--- src/rtl/sbr_pkg.sv ---
package sbr_pkg;
  typedef enum logic [2:0] {
    ST_IDLE,
    ST_GUARD,
    ST_CLK_LO,
    ST_CLK_HI,
    ST_STOP_A,
    ST_STOP_B,
    ST_STOP_C,
    ST_FAIL
  } sbr_state_e;

  function automatic int unsigned max_u(int unsigned a, int unsigned b);
    return (a > b) ? a : b;
  endfunction
endpackage

--- src/rtl/sbr_line_timer.sv ---
module sbr_line_timer #(
  parameter int unsigned TO_CYC = 3000000,
  localparam int unsigned CW    = $clog2(TO_CYC + 1)
) (
  input  logic clk_i,
  input  logic rst_ni,
  input  logic run_i,
  input  logic line_i,
  output logic expired_o
);
  logic [CW-1:0] cnt_q;

  always_ff @(posedge clk_i or negedge rst_ni) begin
    if (!rst_ni)                     cnt_q <= '0;
    else if (!run_i || line_i)       cnt_q <= '0;
    else if (cnt_q != CW'(TO_CYC))   cnt_q <= cnt_q + 1'b1;
  end

  assign expired_o = (cnt_q == CW'(TO_CYC));

  p_clear_on_high_r1: assert property (@(posedge clk_i) disable iff (!rst_ni)
    line_i |=> !expired_o);
  p_expire_needs_low_r2: assert property (@(posedge clk_i) disable iff (!rst_ni)
    $rose(expired_o) |-> $past(run_i && !line_i));
endmodule

--- src/rtl/sbr_phase_timer.sv ---
module sbr_phase_timer #(
  parameter int unsigned PW = 8
) (
  input  logic          clk_i,
  input  logic          rst_ni,
  input  logic          restart_i,
  input  logic [PW-1:0] len_i,
  output logic          last_o
);
  logic [PW-1:0] cnt_q;

  always_ff @(posedge clk_i or negedge rst_ni) begin
    if (!rst_ni)        cnt_q <= '0;
    else if (restart_i) cnt_q <= '0;
    else if (!last_o)   cnt_q <= cnt_q + 1'b1;
  end

  assign last_o = (cnt_q == len_i - 1'b1);

  p_cnt_in_len_r4: assert property (@(posedge clk_i) disable iff (!rst_ni)
    (len_i != '0 && $past(restart_i)) |-> (cnt_q == '0));
endmodule

--- src/rtl/sbr_seq.sv ---
module sbr_seq
  import sbr_pkg::*;
#(
  parameter int unsigned G_CYC  = 4000,
  parameter int unsigned H_CYC  = 5900,
  parameter int unsigned PULSES = 16,
  parameter int unsigned PW     = 13,
  localparam int unsigned NW    = $clog2(PULSES + 1)
) (
  input  logic          clk_i,
  input  logic          rst_ni,
  input  logic          en_i,
  input  logic          scl_i,
  input  logic          sda_i,
  input  logic          stuck_i,
  input  logic          ph_last_i,
  output logic [PW-1:0] ph_len_o,
  output logic          ph_restart_o,
  output logic          run_o,
  output logic          scl_pull_o,
  output logic          sda_pull_o,
  output logic          disc_o,
  output logic          fail_o,
  output logic          done_o
);
  sbr_state_e    state_q, state_d;
  logic [NW-1:0] pcnt_q;
  logic          bus_free, burst_end;

  assign bus_free  = scl_i && sda_i;
  assign burst_end = bus_free || (pcnt_q == NW'(PULSES - 1));

  always_comb begin
    state_d = state_q;
    if (!en_i) begin
      state_d = ST_IDLE;
    end else begin
      unique case (state_q)
        ST_IDLE:   if (stuck_i)   state_d = ST_GUARD;
        ST_GUARD:  if (ph_last_i) state_d = ST_CLK_LO;
        ST_CLK_LO: if (ph_last_i) state_d = ST_CLK_HI;
        ST_CLK_HI: if (ph_last_i) state_d = burst_end ? ST_STOP_A : ST_CLK_LO;
        ST_STOP_A: if (ph_last_i) state_d = ST_STOP_B;
        ST_STOP_B: if (ph_last_i) state_d = ST_STOP_C;
        ST_STOP_C: if (ph_last_i) state_d = bus_free ? ST_IDLE : ST_FAIL;
        ST_FAIL:   if (bus_free)  state_d = ST_IDLE;
        default:                  state_d = ST_IDLE;
      endcase
    end
  end

  always_ff @(posedge clk_i or negedge rst_ni) begin
    if (!rst_ni) begin
      state_q <= ST_IDLE;
      pcnt_q  <= '0;
    end else begin
      state_q <= state_d;
      if (state_q == ST_GUARD)
        pcnt_q <= '0;
      else if (state_q == ST_CLK_HI && state_d == ST_CLK_LO)
        pcnt_q <= pcnt_q + 1'b1;
    end
  end

  assign ph_len_o     = (state_q == ST_GUARD) ? PW'(G_CYC) : PW'(H_CYC);
  assign ph_restart_o = (state_d != state_q);
  assign run_o        = en_i && (state_q == ST_IDLE);
  assign scl_pull_o   = en_i && (state_q == ST_CLK_LO || state_q == ST_STOP_A);
  assign sda_pull_o   = en_i && (state_q == ST_STOP_A || state_q == ST_STOP_B);
  assign disc_o       = (state_q != ST_IDLE);
  assign fail_o       = (state_q == ST_FAIL);
  assign done_o       = en_i && (state_q == ST_STOP_C) && ph_last_i;

  p_timeout_disc_r2: assert property (@(posedge clk_i) disable iff (!rst_ni)
    (!disc_o && en_i && stuck_i) |=> disc_o);
  p_guard_quiet_r3: assert property (@(posedge clk_i) disable iff (!rst_ni)
    $rose(disc_o) |=> !scl_pull_o);
  p_pull_needs_disc_r4: assert property (@(posedge clk_i) disable iff (!rst_ni)
    (scl_pull_o || sda_pull_o) |-> disc_o);
  p_pulse_bound_r4: assert property (@(posedge clk_i) disable iff (!rst_ni)
    pcnt_q <= NW'(PULSES - 1));
  p_stop_edge_r6: assert property (@(posedge clk_i) disable iff (!rst_ni)
    $fell(sda_pull_o) |-> !scl_pull_o);
  p_fail_keeps_disc_r7: assert property (@(posedge clk_i) disable iff (!rst_ni)
    fail_o |-> disc_o);
  p_inhibit_r8: assert property (@(posedge clk_i) disable iff (!rst_ni)
    !en_i |-> (!scl_pull_o && !sda_pull_o));
  p_en_drop_r8: assert property (@(posedge clk_i) disable iff (!rst_ni)
    !en_i |=> (!disc_o && !fail_o));
  p_fail_release_r9: assert property (@(posedge clk_i) disable iff (!rst_ni)
    (fail_o && scl_i && sda_i) |=> !fail_o);
endmodule

--- src/rtl/stuck_bus_recovery.sv ---
module stuck_bus_recovery
  import sbr_pkg::*;
#(
  parameter int unsigned CYC_PER_US = 100,
  parameter int unsigned TIMEOUT_US = 30000,
  parameter int unsigned GUARD_US   = 40,
  parameter int unsigned HALF_US    = 59,
  parameter int unsigned PULSES     = 16
) (
  input  logic clk_i,
  input  logic rst_ni,
  input  logic en_i,
  input  logic scl_i,
  input  logic sda_i,
  output logic scl_pull_o,
  output logic sda_pull_o,
  output logic disc_o,
  output logic fail_o,
  output logic done_o
);
  localparam int unsigned TO_CYC = TIMEOUT_US * CYC_PER_US;
  localparam int unsigned G_CYC  = GUARD_US * CYC_PER_US;
  localparam int unsigned H_CYC  = HALF_US * CYC_PER_US;
  localparam int unsigned PW     = $clog2(max_u(G_CYC, H_CYC) + 1);

  logic [1:0]    line_lvl, expired;
  logic          run, ph_last, ph_restart;
  logic [PW-1:0] ph_len;

  assign line_lvl = {sda_i, scl_i};

  for (genvar g = 0; g < 2; g++) begin : g_line
    sbr_line_timer #(.TO_CYC(TO_CYC)) i_timer (
      .clk_i     (clk_i),
      .rst_ni    (rst_ni),
      .run_i     (run),
      .line_i    (line_lvl[g]),
      .expired_o (expired[g])
    );
  end

  sbr_phase_timer #(.PW(PW)) i_phase (
    .clk_i     (clk_i),
    .rst_ni    (rst_ni),
    .restart_i (ph_restart),
    .len_i     (ph_len),
    .last_o    (ph_last)
  );

  sbr_seq #(
    .G_CYC  (G_CYC),
    .H_CYC  (H_CYC),
    .PULSES (PULSES),
    .PW     (PW)
  ) i_seq (
    .clk_i        (clk_i),
    .rst_ni       (rst_ni),
    .en_i         (en_i),
    .scl_i        (scl_i),
    .sda_i        (sda_i),
    .stuck_i      (|expired),
    .ph_last_i    (ph_last),
    .ph_len_o     (ph_len),
    .ph_restart_o (ph_restart),
    .run_o        (run),
    .scl_pull_o   (scl_pull_o),
    .sda_pull_o   (sda_pull_o),
    .disc_o       (disc_o),
    .fail_o       (fail_o),
    .done_o       (done_o)
  );
endmodule

--- config.mk ---
export PLATFORM = sky130hd
export DESIGN_NAME = stuck_bus_recovery
export DESIGN_NICKNAME = d
export VERILOG_FILES = /design/src/rtl/sbr_pkg.sv /design/src/rtl/sbr_line_timer.sv /design/src/rtl/sbr_phase_timer.sv /design/src/rtl/sbr_seq.sv /design/src/rtl/stuck_bus_recovery.sv
export SDC_FILE = /design/constraint.sdc
export NUM_CORES = 1
export LEC_CHECK = 0
export ABC_AREA = 0
export BUFFER_PORTS_ARGS = -buffer_cell sky130_fd_sc_hd__buf_2
export CORE_AREA = 3 3 124 126
export CTS_CLUSTER_SIZE = 24
export DETAILED_ROUTE_END_ITERATION = 8
export DIE_AREA = 0 0 127 129
export MAX_ROUTING_LAYER = met4
export PLACE_DENSITY = 0.47
export SETUP_SLACK_MARGIN = 0.05
export SLEW_MARGIN = 10
export SYNTH_ARGS = -nofsm -noshare
export SYNTH_HDL_FRONTEND = slang
export SYNTH_SLANG_ARGS = --single-unit
--- constraint.sdc ---
create_clock -name clk_i -period 4.7 [get_ports clk_i]
set_input_delay 0 -clock clk_i [delete_from_list [all_inputs] [get_ports clk_i]]
set_output_delay 0 -clock clk_i [all_outputs]
set_load 0.03 [all_outputs]
==> impl_metrics.toml, run 1 <==
[timing]
setup_viol = 0
finalHoldWorstSlack_ps = 36.9
fin_setup_tns_ps = 0
min_period_ps = 2670
hold_violations = 0
slew_headroom_pct = 43.9
max_freq_ghz = 0.375
finalMaxSlewViolations = 0
min_period_over_period_pct = 56.8
tightest_slew_ps = 842
rsz0062_at_grt = "false"
timing.final.ws_setup_ps = 2030
finClkSkew_ps = 5.73

[synth]
yosysWarnings = 0
synth_cells = 380
synthFlopType = "dfrtp_1"
synth.largest_area_cell = "dfrtp_1"
synth_area_sq_um = 3570
ys_types = 45
postSynthAreaPerCell_sq_um = 9.40
async_reset_ff_share_pct = 100
synthesis.nets = 392
ys_top_cells_by_area = "dfrtp_1, xor2_1, nor2_1"
ys_seq_area_share_pct = 45.5
synth_edf_count = 0
synth_top_area_share_pct = 45.5
synth_seq_cells = 65

[worst_setup_path]
endpoint_kind = "register"
worst_ep_arrival_time_ps = 2860
crit_chain = "or3b_1 > or3_4 > a21oi_4 > a21oi_1 > o211ai_2 > nor2_1"
regToRegStartpoint = "i_seq.state_q[1]$_DFF_PN0_"
crit_required_ps = 4890
cp_num_buf_inv = 0
path_delay_family = "simple AND/OR/NAND/NOR gates"
worst_setup_path_start_kind = "register"
reg2reg_slack_ps = 2030
rr_endpoint = "i_phase.cnt_q[3]$_DFFE_PN0P_"
slowest_delay_ps = 560
worstSetupPathDepth = 6
critPathSlowestCell = "or3b_1"
critPathKind = "register to register"
rr_worst_depth = 6
critPathMaxFanout = 13

[routing]
vias = 2719
wirelength_mm = 7.42
vias_per_cell = 4.69
drt-initial-drc-count = 99
drcViolationCount = 0
drt_first_pass_iters = 4
wire_per_inst_um = 12.8
final_antenna_net_count = 0

[finish]
diodes = 0
multiInputGateArea_sq_um = 1840
layoutNonFillerInstCount = 580
area_delta_synth_final_pct = 14.7
layout-drive-gt1-share_pct = 8.59
regArea_sq_um = 1630
nets = 404
fillers = 1549

[clock_tree]
cts-root-buf = "clkbuf_16"
cts_resized = 0
cts_made_buffers = 9
cts_sinks = 65
h-tree-depth = 3
clock_path_buffers = 2
clock_latency_ps = 330
clkTransAtPathRegs_ps = 50
cts_setup_buffers = 0
cts_tree = "done"

[min_path]
hold_path_startpoint = "en_i"
hold_path_end = "i_seq.state_q[2]$_DFF_PN0_"
hp-class = "input port to register"
hold_depth = 3

[run]
drv_cap = 0

[power]
power.leakage_uw = 0.00171
finalPower_uw = 1430
ir_drop_v = 0.000221
powerDensity_nw_per_um2 = 350

[grt]
grt_pass1_vias = 2815
gr-total-overflow = 0
grt_use_total_pct = 10.3
grt_max_degree = 66
grt_pass1_wl_mm = 13.6
antenna_found_initial = 0

[place]
place_ws_ps = 2000
hpwl_mm = 5.11
gp_congestion = 0.803
dpl.cell_count = 564
port_buffers = 9

[outcome]
outcome = "finished clean"

[die]
fp.dieH_um = 129
rows = 44
num_io_pins = 10
core-area_sq_um = 14400
die_w_um = 127
die_area_sq_um = 16400
start_util_pct = 24.8
==> Yosys cell counts, drive strengths merged, types with 3 or more instances <==
library cell / number
mux2i: 7
inv: 11
a21oi: 14
nand3: 16
nand4: 17
clkbuf: 9
nor4b: 3
buf: 3
dfrtp: 65
and2: 3
nand2: 41
nor4bb: 4
xnor2: 15
nor3b: 4
nor2: 56
and4: 8
nor3: 12
xor2: 33
ha: 7
or3: 12
o21ai: 8
and3: 8
==> tightest hold or removal path, delay by kind of cell <==
family        cells  cell delay (ps)
simple gates      1               70
buf+inv           2              230
==> sequential cells by signal (all words and copies together), names as in the netlist <==
name,cells
g_line.i_timer.cnt_q,44
i_phase.cnt_q,13
i_seq.pcnt_q,5
i_seq.state_q,3
==> layout by cell type (no fill, tap or decap), drive strengths merged, types with 4 or more instances in the layout <==
| cell | synthesis | final |
|---|---|---|
| a21oi | 14 | 14 |
| and3 | 8 | 8 |
| and4 | 8 | 8 |
| buf | 3 | 12 |
| clkbuf | 9 | 12 |
| dfrtp | 65 | 65 |
| ha | 7 | 7 |
| inv | 11 | 11 |
| mux2i | 7 | 7 |
| nand2 | 41 | 41 |
| nand3 | 16 | 16 |
| nand4 | 17 | 17 |
| nor2 | 56 | 56 |
| nor3 | 12 | 12 |
| nor3b | 4 | 4 |
| nor4bb | 4 | 4 |
| o21ai | 8 | 8 |
| or3 | 12 | 12 |
| xnor2 | 15 | 15 |
| xor2 | 33 | 33 |
==> layout make-up <==
| class | count | area share, % |
|---|---|---|
| sequential | 65 | 39.7 |
| inverter | 11 | 1.01 |
| clock buffer | 12 | 6.50 |
| clock inverter | 3 | 0.366 |
| timing repair buffer | 13 | 1.89 |
| multi-input combinational | 292 | 44.9 |
| tap | 184 | 5.62 |
==> worst max path at each step <==
stage / slack [ps] / end / from
detailed placement: 2000 / i_phase.cnt_q[5]$_DFFE_PN0P_ / i_seq.state_q[2]$_DFF_PN0_
global placement: 2080 / i_phase.cnt_q[0]$_DFFE_PN0P_ / i_seq.state_q[2]$_DFF_PN0_
floorplan: 2320 / i_phase.cnt_q[11]$_DFFE_PN0P_ / g_line[1].i_timer.cnt_q[0]$_DFFE_PN0P_
CTS: 2010 / i_phase.cnt_q[3]$_DFFE_PN0P_ / i_seq.state_q[2]$_DFF_PN0_
finish: 2030 / i_phase.cnt_q[3]$_DFFE_PN0P_ / i_seq.state_q[1]$_DFF_PN0_
global route: 1770 / i_phase.cnt_q[10]$_DFFE_PN0P_ / i_seq.state_q[2]$_DFF_PN0_
==> metrics by stage <==
stage,instance area [sq um],utilization [%]
2_1_floorplan,3570,-
3_3_place_gp,3810,26.4
3_5_place_dp,3810,26.4
4_1_cts,4100,28.4
5_1_grt,4100,28.4
6_report,4100,28.4
==> cells by family (layout without fill, tap and decap cells) <==
group | after synthesis | after routing | share of synthesized area (%)
mux | 7 | 7 | 1.96
xor+xnor | 48 | 48 | 11.8
buf+inv | 23 | 39 | 2.94
flops | 65 | 65 | 45.5
simple gates | 197 | 197 | 29.3
compound gates | 33 | 33 | 6.09
fa+ha+maj | 7 | 7 | 2.45
==> layer usage <==
layer	global-route usage (%)	vias to the layer above	wire [um]	part of all wire, %
met4	3.03	0	80	1.1
met1	13.5	1335	3670	50
met3	2.70	7	195	2.6
li1	-	1339	-	-
met2	15.8	38	3470	47
met5	-	-	0	0
==> report_power, final <==
part | internal [uW] | switching (uW)
combinational | 61.3 | 81.6
sequential | 607 | 56.0
clock | 394 | 233
total | 1060 | 371
==> timing repair <==
item	in CTS	in global routing
hold buffers	1	0
hold endpoints to repair	65	0
endpoints found under the setup margin	0	0
Note: power is estimated with default switching activity, not from simulation.
==> inputs of run 2 (changes only) <==
==> constraint.sdc (replaced) <==
create_clock -name clk_i -period 2.6 [get_ports clk_i]
set_input_delay 0 -clock clk_i [delete_from_list [all_inputs] [get_ports clk_i]]
set_output_delay 0 -clock clk_i [all_outputs]
set_load 0.03 [all_outputs]
==> impl_metrics.toml, run 2 (synthesis gave the netlist of run 1 again) <==
[outcome]
outcome = "finished clean"

[clock_tree]
cts-root-buf = "clkbuf_16"
cts_sinks = 65
cts_made_buffers = 9
clkTransAtPathRegs_ps = 60
cts_tree = "done"
cts_resized = 0
clock_latency_ps = 320
h-tree-depth = 3
cts_setup_buffers = 0
clock_path_buffers = 2

[worst_setup_path]
worst_ep_arrival_time_ps = 2530
worst_setup_path_start_kind = "register"
critPathMaxFanout = 13
endpoint_kind = "register"
crit_required_ps = 2840
critPathKind = "register to register"

[finish]
reg.largest.list = "g_line.i_timer.cnt_q (44), i_phase.cnt_q (13), i_seq.pcnt_q (5)"
diodes = 0
most-common-layout-cells = "dfrtp_1, nor2_1, nand2_1"
fin_util_pct = 28.9
area_delta_synth_final_pct = 16.8
final_common_cell = "dfrtp_1"
nets = 410
regMostFlops = "g_line.i_timer.cnt_q"
layout-drive-gt1-share_pct = 9.45
largest_reg_flops = 44

[place]
hpwl_mm = 5.28
gp_congestion = 0.819
port_buffers = 9

[timing]
finalMaxSlewViolations = 0
max_freq_ghz = 0.437
min_period_over_period_pct = 88.1
setup_viol = 0
finClkSkew_ps = 9.57
hold_violations = 0
rsz0062_at_grt = "false"
fin_setup_tns_ps = 0
finalHoldWorstSlack_ps = 40.4
slew_headroom_pct = 46.9
min_period_ps = 2290
tightest_slew_ps = 796

[power]
ir_drop_v = 0.000335
p_sw_share_pct = 24.1
combPwrFrac_pct = 9.4
intPower_uw = 2070
finalPower_uw = 2730
seq_power_share_pct = 44.0
power.leakage_uw = 0.00175
powerDensity_nw_per_um2 = 653
switchingPower_uw = 657
clkPwrFrac_pct = 46.6

[min_path]
hp-class = "input port to register"

[die]
num_io_pins = 10
die_area_sq_um = 16400
start_util_pct = 24.8
core-area_sq_um = 14400
rows = 44
fp.dieH_um = 129
die_w_um = 127

[run]
drv_cap = 0

[routing]
vias = 2730
drcViolationCount = 0
drt-initial-drc-count = 87
wirelength_mm = 7.42
wire_per_inst_um = 12.7
vias_per_cell = 4.66
final_antenna_net_count = 0
drt_first_pass_iters = 4

[grt]
grt_use_total_pct = 10.1
antenna_found_initial = 0
gr-total-overflow = 0
grt_max_degree = 26
grt_pass1_wl_mm = 13.3
grt_pass1_vias = 2777
==> run 2: cell count changes in the layout (fill, tap and decap cells not counted) <==
cell	change
clkinv_2	-2
clkbuf_1	+2
buf_4	+6
bufinv_16	+2
clkbuf_8	-2
==> run 2: layout make-up <==
| cell class | count | area (sq um) |
|---|---|---|
| Multi-Input combinational cell | 292 | 1840 |
| Fill cell | 1536 | 10200 |
| Timing Repair Buffer | 19 | 123 |
| Clock inverter | 3 | 65.1 |
| Clock buffer | 12 | 246 |
| Sequential cell | 65 | 1630 |
| Inverter | 11 | 41.3 |
| Tap cell | 184 | 230 |
==> run 2: power groups by stage <==
stage               clock network [uW]  registers, uW  logic, uW
finish                            1270           1200        257
global placement                     0           1210        253
floorplan                            0           1180        209
CTS                               1310           1200        265
global route                      1360           1220        303
detailed placement                   0           1210        264
==> run 2: what timing repair did <==
| item | CTS | global route |
|---|---|---|
| endpoints found under the setup margin | 0 | 0 |
| hold buffers | 1 | 0 |
| endpoints found under the hold margin | 19 | 0 |
==> run 2: metrics by stage <==
step	area (sq um)	worst slack [ps]	cells
2_1_floorplan	3570	224	380
3_3_place_gp	3850	353	570
3_5_place_dp	3850	302	570
4_1_cts	4170	291	586
5_1_grt	4170	111	586
6_report	4170	309	586
==> run 2: path summary, 6_finish.rpt <==
path                            depth (start not counted)                                       to                        start  slack (ps)
worst min-delay path                                    3               i_seq.state_q[2]$_DFF_PN0_                         en_i          40
worst max-delay path                                    9             i_phase.cnt_q[1]$_DFFE_PN0P_  i_seq.pcnt_q[0]$_DFFE_PN0P_         310
max in group asynchronous                               3  g_line[0].i_timer.cnt_q[21]$_DFFE_PN0P_                       rst_ni        1690
worst max register to register                          9             i_phase.cnt_q[1]$_DFFE_PN0P_  i_seq.pcnt_q[0]$_DFFE_PN0P_         310
worst min register to register                          1              i_seq.pcnt_q[0]$_DFFE_PN0P_  i_seq.pcnt_q[0]$_DFFE_PN0P_         510
min in group asynchronous                               2              i_seq.pcnt_q[4]$_DFFE_PN0P_                       rst_ni         180
==> run 2: critical path, cell delays in order, from the launching register on <==
cell      delay, ps
dfrtp_1         400
ha_1            220
and3_1          190
ha_1            180
a21o_1          190
nand2_1          70
o211ai_1        110
a221oi_1        320
o211ai_2        320
a21oi_1         210
==> run 2: per-layer routing <==
metal	vias to the layer above	global-route usage [%]	routed length [um]
met1	1308	12.8	3590
met4	0	2.65	68
met3	7	2.62	258
li1	1364	-	-
met5	-	-	0
met2	51	16.0	3500
==> inputs of run 3 (changes only) <==
--- a/config.mk
+++ b/config.mk
@@ -12,7 +12,7 @@
 export DETAILED_ROUTE_END_ITERATION = 8
 export DIE_AREA = 0 0 127 129
 export MAX_ROUTING_LAYER = met4
-export PLACE_DENSITY = 0.47
+export PLACE_DENSITY = 0.49
 export SETUP_SLACK_MARGIN = 0.05
 export SLEW_MARGIN = 10
 export SYNTH_ARGS = -nofsm -noshare
==> constraint.sdc (replaced) <==
create_clock -name clk_i -period 2 [get_ports clk_i]
set_input_delay 0 -clock clk_i [delete_from_list [all_inputs] [get_ports clk_i]]
set_output_delay 0 -clock clk_i [all_outputs]
set_load 0.03 [all_outputs]
==> impl_metrics.toml, run 3 (synthesis gave the netlist of run 1 again) <==
[die]
num_io_pins = 10
die_w_um = 127
core-area_sq_um = 14400
rows = 44
die_area_sq_um = 16400
fp.dieH_um = 129
start_util_pct = 24.8

[timing]
finalHoldWorstSlack_ps = 66.2
min_period_ps = 2170
setup_viol = 19
slew_headroom_pct = 58.1
rsz0062_at_grt = "true"
finClkSkew_ps = 3.45
max_freq_ghz = 0.462
timing.final.ws_setup_ps = -165
finalMaxSlewViolations = 0
hold_violations = 0
min_period_over_period_pct = 108
tightest_slew_ps = 629

[finish]
nets = 474
largest_reg_flops = 44
reg.largest.list = "g_line.i_timer.cnt_q (44), i_phase.cnt_q (13), i_seq.pcnt_q (5)"
fin_util_pct = 34.5
final_common_cell = "buf_4"
regMostFlops = "g_line.i_timer.cnt_q"
area_delta_synth_final_pct = 39.1
most-common-layout-cells = "buf_4, dfrtp_1, nor2_1"
layout-drive-gt1-share_pct = 31.9
diodes = 0
fillers = 1467
layoutNonFillerInstCount = 651

[routing]
final_antenna_net_count = 0
drcViolationCount = 0
drt-initial-drc-count = 153
drt_first_pass_iters = 4
wire_per_inst_um = 13.1
vias_per_cell = 4.64
vias = 3021
wirelength_mm = 8.54

[worst_setup_path]
critPathMaxFanout = 4
worst_setup_path_start_kind = "register"
endpoint_kind = "register"
crit_required_ps = 2250
worst_ep_arrival_time_ps = 2420
critPathKind = "register to register"

[place]
dpl.cell_count = 621
hpwl_mm = 5.76
gp_congestion = 0.830
port_buffers = 9

[power]
finalPower_uw = 3770
power.leakage_uw = 0.00214
powerDensity_nw_per_um2 = 758
ir_drop_v = 0.000558
switchingPower_uw = 942
intPower_uw = 2820
clkPwrFrac_pct = 42.3
seq_power_share_pct = 40.0
p_sw_share_pct = 25.0
combPwrFrac_pct = 17.7

[clock_tree]
cts-root-buf = "clkbuf_16"
cts_tree = "done"
cts_sinks = 65
cts_made_buffers = 9
h-tree-depth = 3
clkTransAtPathRegs_ps = 50
clock_path_buffers = 2
clock_latency_ps = 330

[grt]
grt_max_degree = 28
antenna_found_initial = 0
grt_pass1_wl_mm = 14.4
gr-total-overflow = 0
grt_use_total_pct = 11.1
grt_pass1_vias = 2997

[outcome]
violations = "setup timing"
outcome = "finished, violations left"

[min_path]
hp-class = "input port to register"

[run]
drv_cap = 0
[run 3: cell count changes in the layout (fill, tap and decap cells not counted), moves of 4 or more]
| cell | previous run | this run |
|---|---|---|
| nor3_2 | 0 | 4 |
| nor4bb_1 | 4 | 0 |
| and4_1 | 8 | 4 |
| nor3_1 | 12 | 6 |
| buf_6 | 0 | 4 |
| ha_1 | 7 | 3 |
| buf_4 | 9 | 69 |
[run 3: worst max-delay path, stage by stage, from the launching register on]
cell and delay, ps:
dfrtp_1 370, or3b_4 410, or3_4 360, a2111o_1 420
nand3_4 130, and4b_1 210, mux2i_1 180
[run 3: repair_timing]
action / in CTS / in global routing
pin swaps: 5 / 18
hold buffers: 1 / 0
gates cloned: 1 / 0
endpoints found under the hold margin: 23 / 0
buffers inserted: 5 / 7
setup endpoints to repair: 26 / 35
gates resized for setup: 21 / 40
[run 3: per-stage QoR]
step	area, sq um	TNS (ps)	setup slack, ps
after floorplan	3620	-2290	-241
after global routing	4970	-3360	-252
after CTS	4750	-900	-153
after detailed placement	4270	-3510	-243
final	4970	-1600	-165
after global placement	4270	-2710	-191
[run 3: layout make-up]
type                       count  area (sq um)  area share (%)
inverter                      11          41.3           0.831
clock buffer                  14           274            5.51
tap                          184           230            4.63
clock inverter                 2          35.0           0.705
multi-input combinational    293          2150            43.3
timing repair buffer          82           613            12.3
sequential                    65          1630            32.7
[run 3: power groups by stage]
stage	combinational (uW)	clock (uW)	sequential (uW)
after CTS	624	1650	1500
after floorplan	282	0	1530
after detailed placement	571	0	1520
final	666	1590	1510
after global placement	554	0	1520
after global routing	730	1710	1520
[run 3: final timing paths]
path                                              from                                       to  slack [ps]  cells after the start
hold reg to reg            i_seq.pcnt_q[4]$_DFFE_PN0P_              i_seq.pcnt_q[4]$_DFFE_PN0P_         530                      2
setup reg to reg            i_seq.state_q[2]$_DFF_PN0_              i_seq.pcnt_q[2]$_DFFE_PN0P_        -170                      6
min in group asynchronous                       rst_ni               i_seq.state_q[1]$_DFF_PN0_         230                      2
max in group asynchronous                       rst_ni  g_line[0].i_timer.cnt_q[16]$_DFFE_PN0P_         970                      3
hold / removal                                    en_i               i_seq.state_q[2]$_DFF_PN0_          70                      3
setup / recovery            i_seq.state_q[2]$_DFF_PN0_              i_seq.pcnt_q[2]$_DFFE_PN0P_        -170                      6
[run 3: layer usage]
layer  wire length (um)  global-route usage (%)  up-vias
li1                   -                       -     1494
met2               4230                    18.5       40
met4                132                    3.85        0
met3                248                    2.66        9
met5                  0                       -        -
met1               3930                    13.3     1478
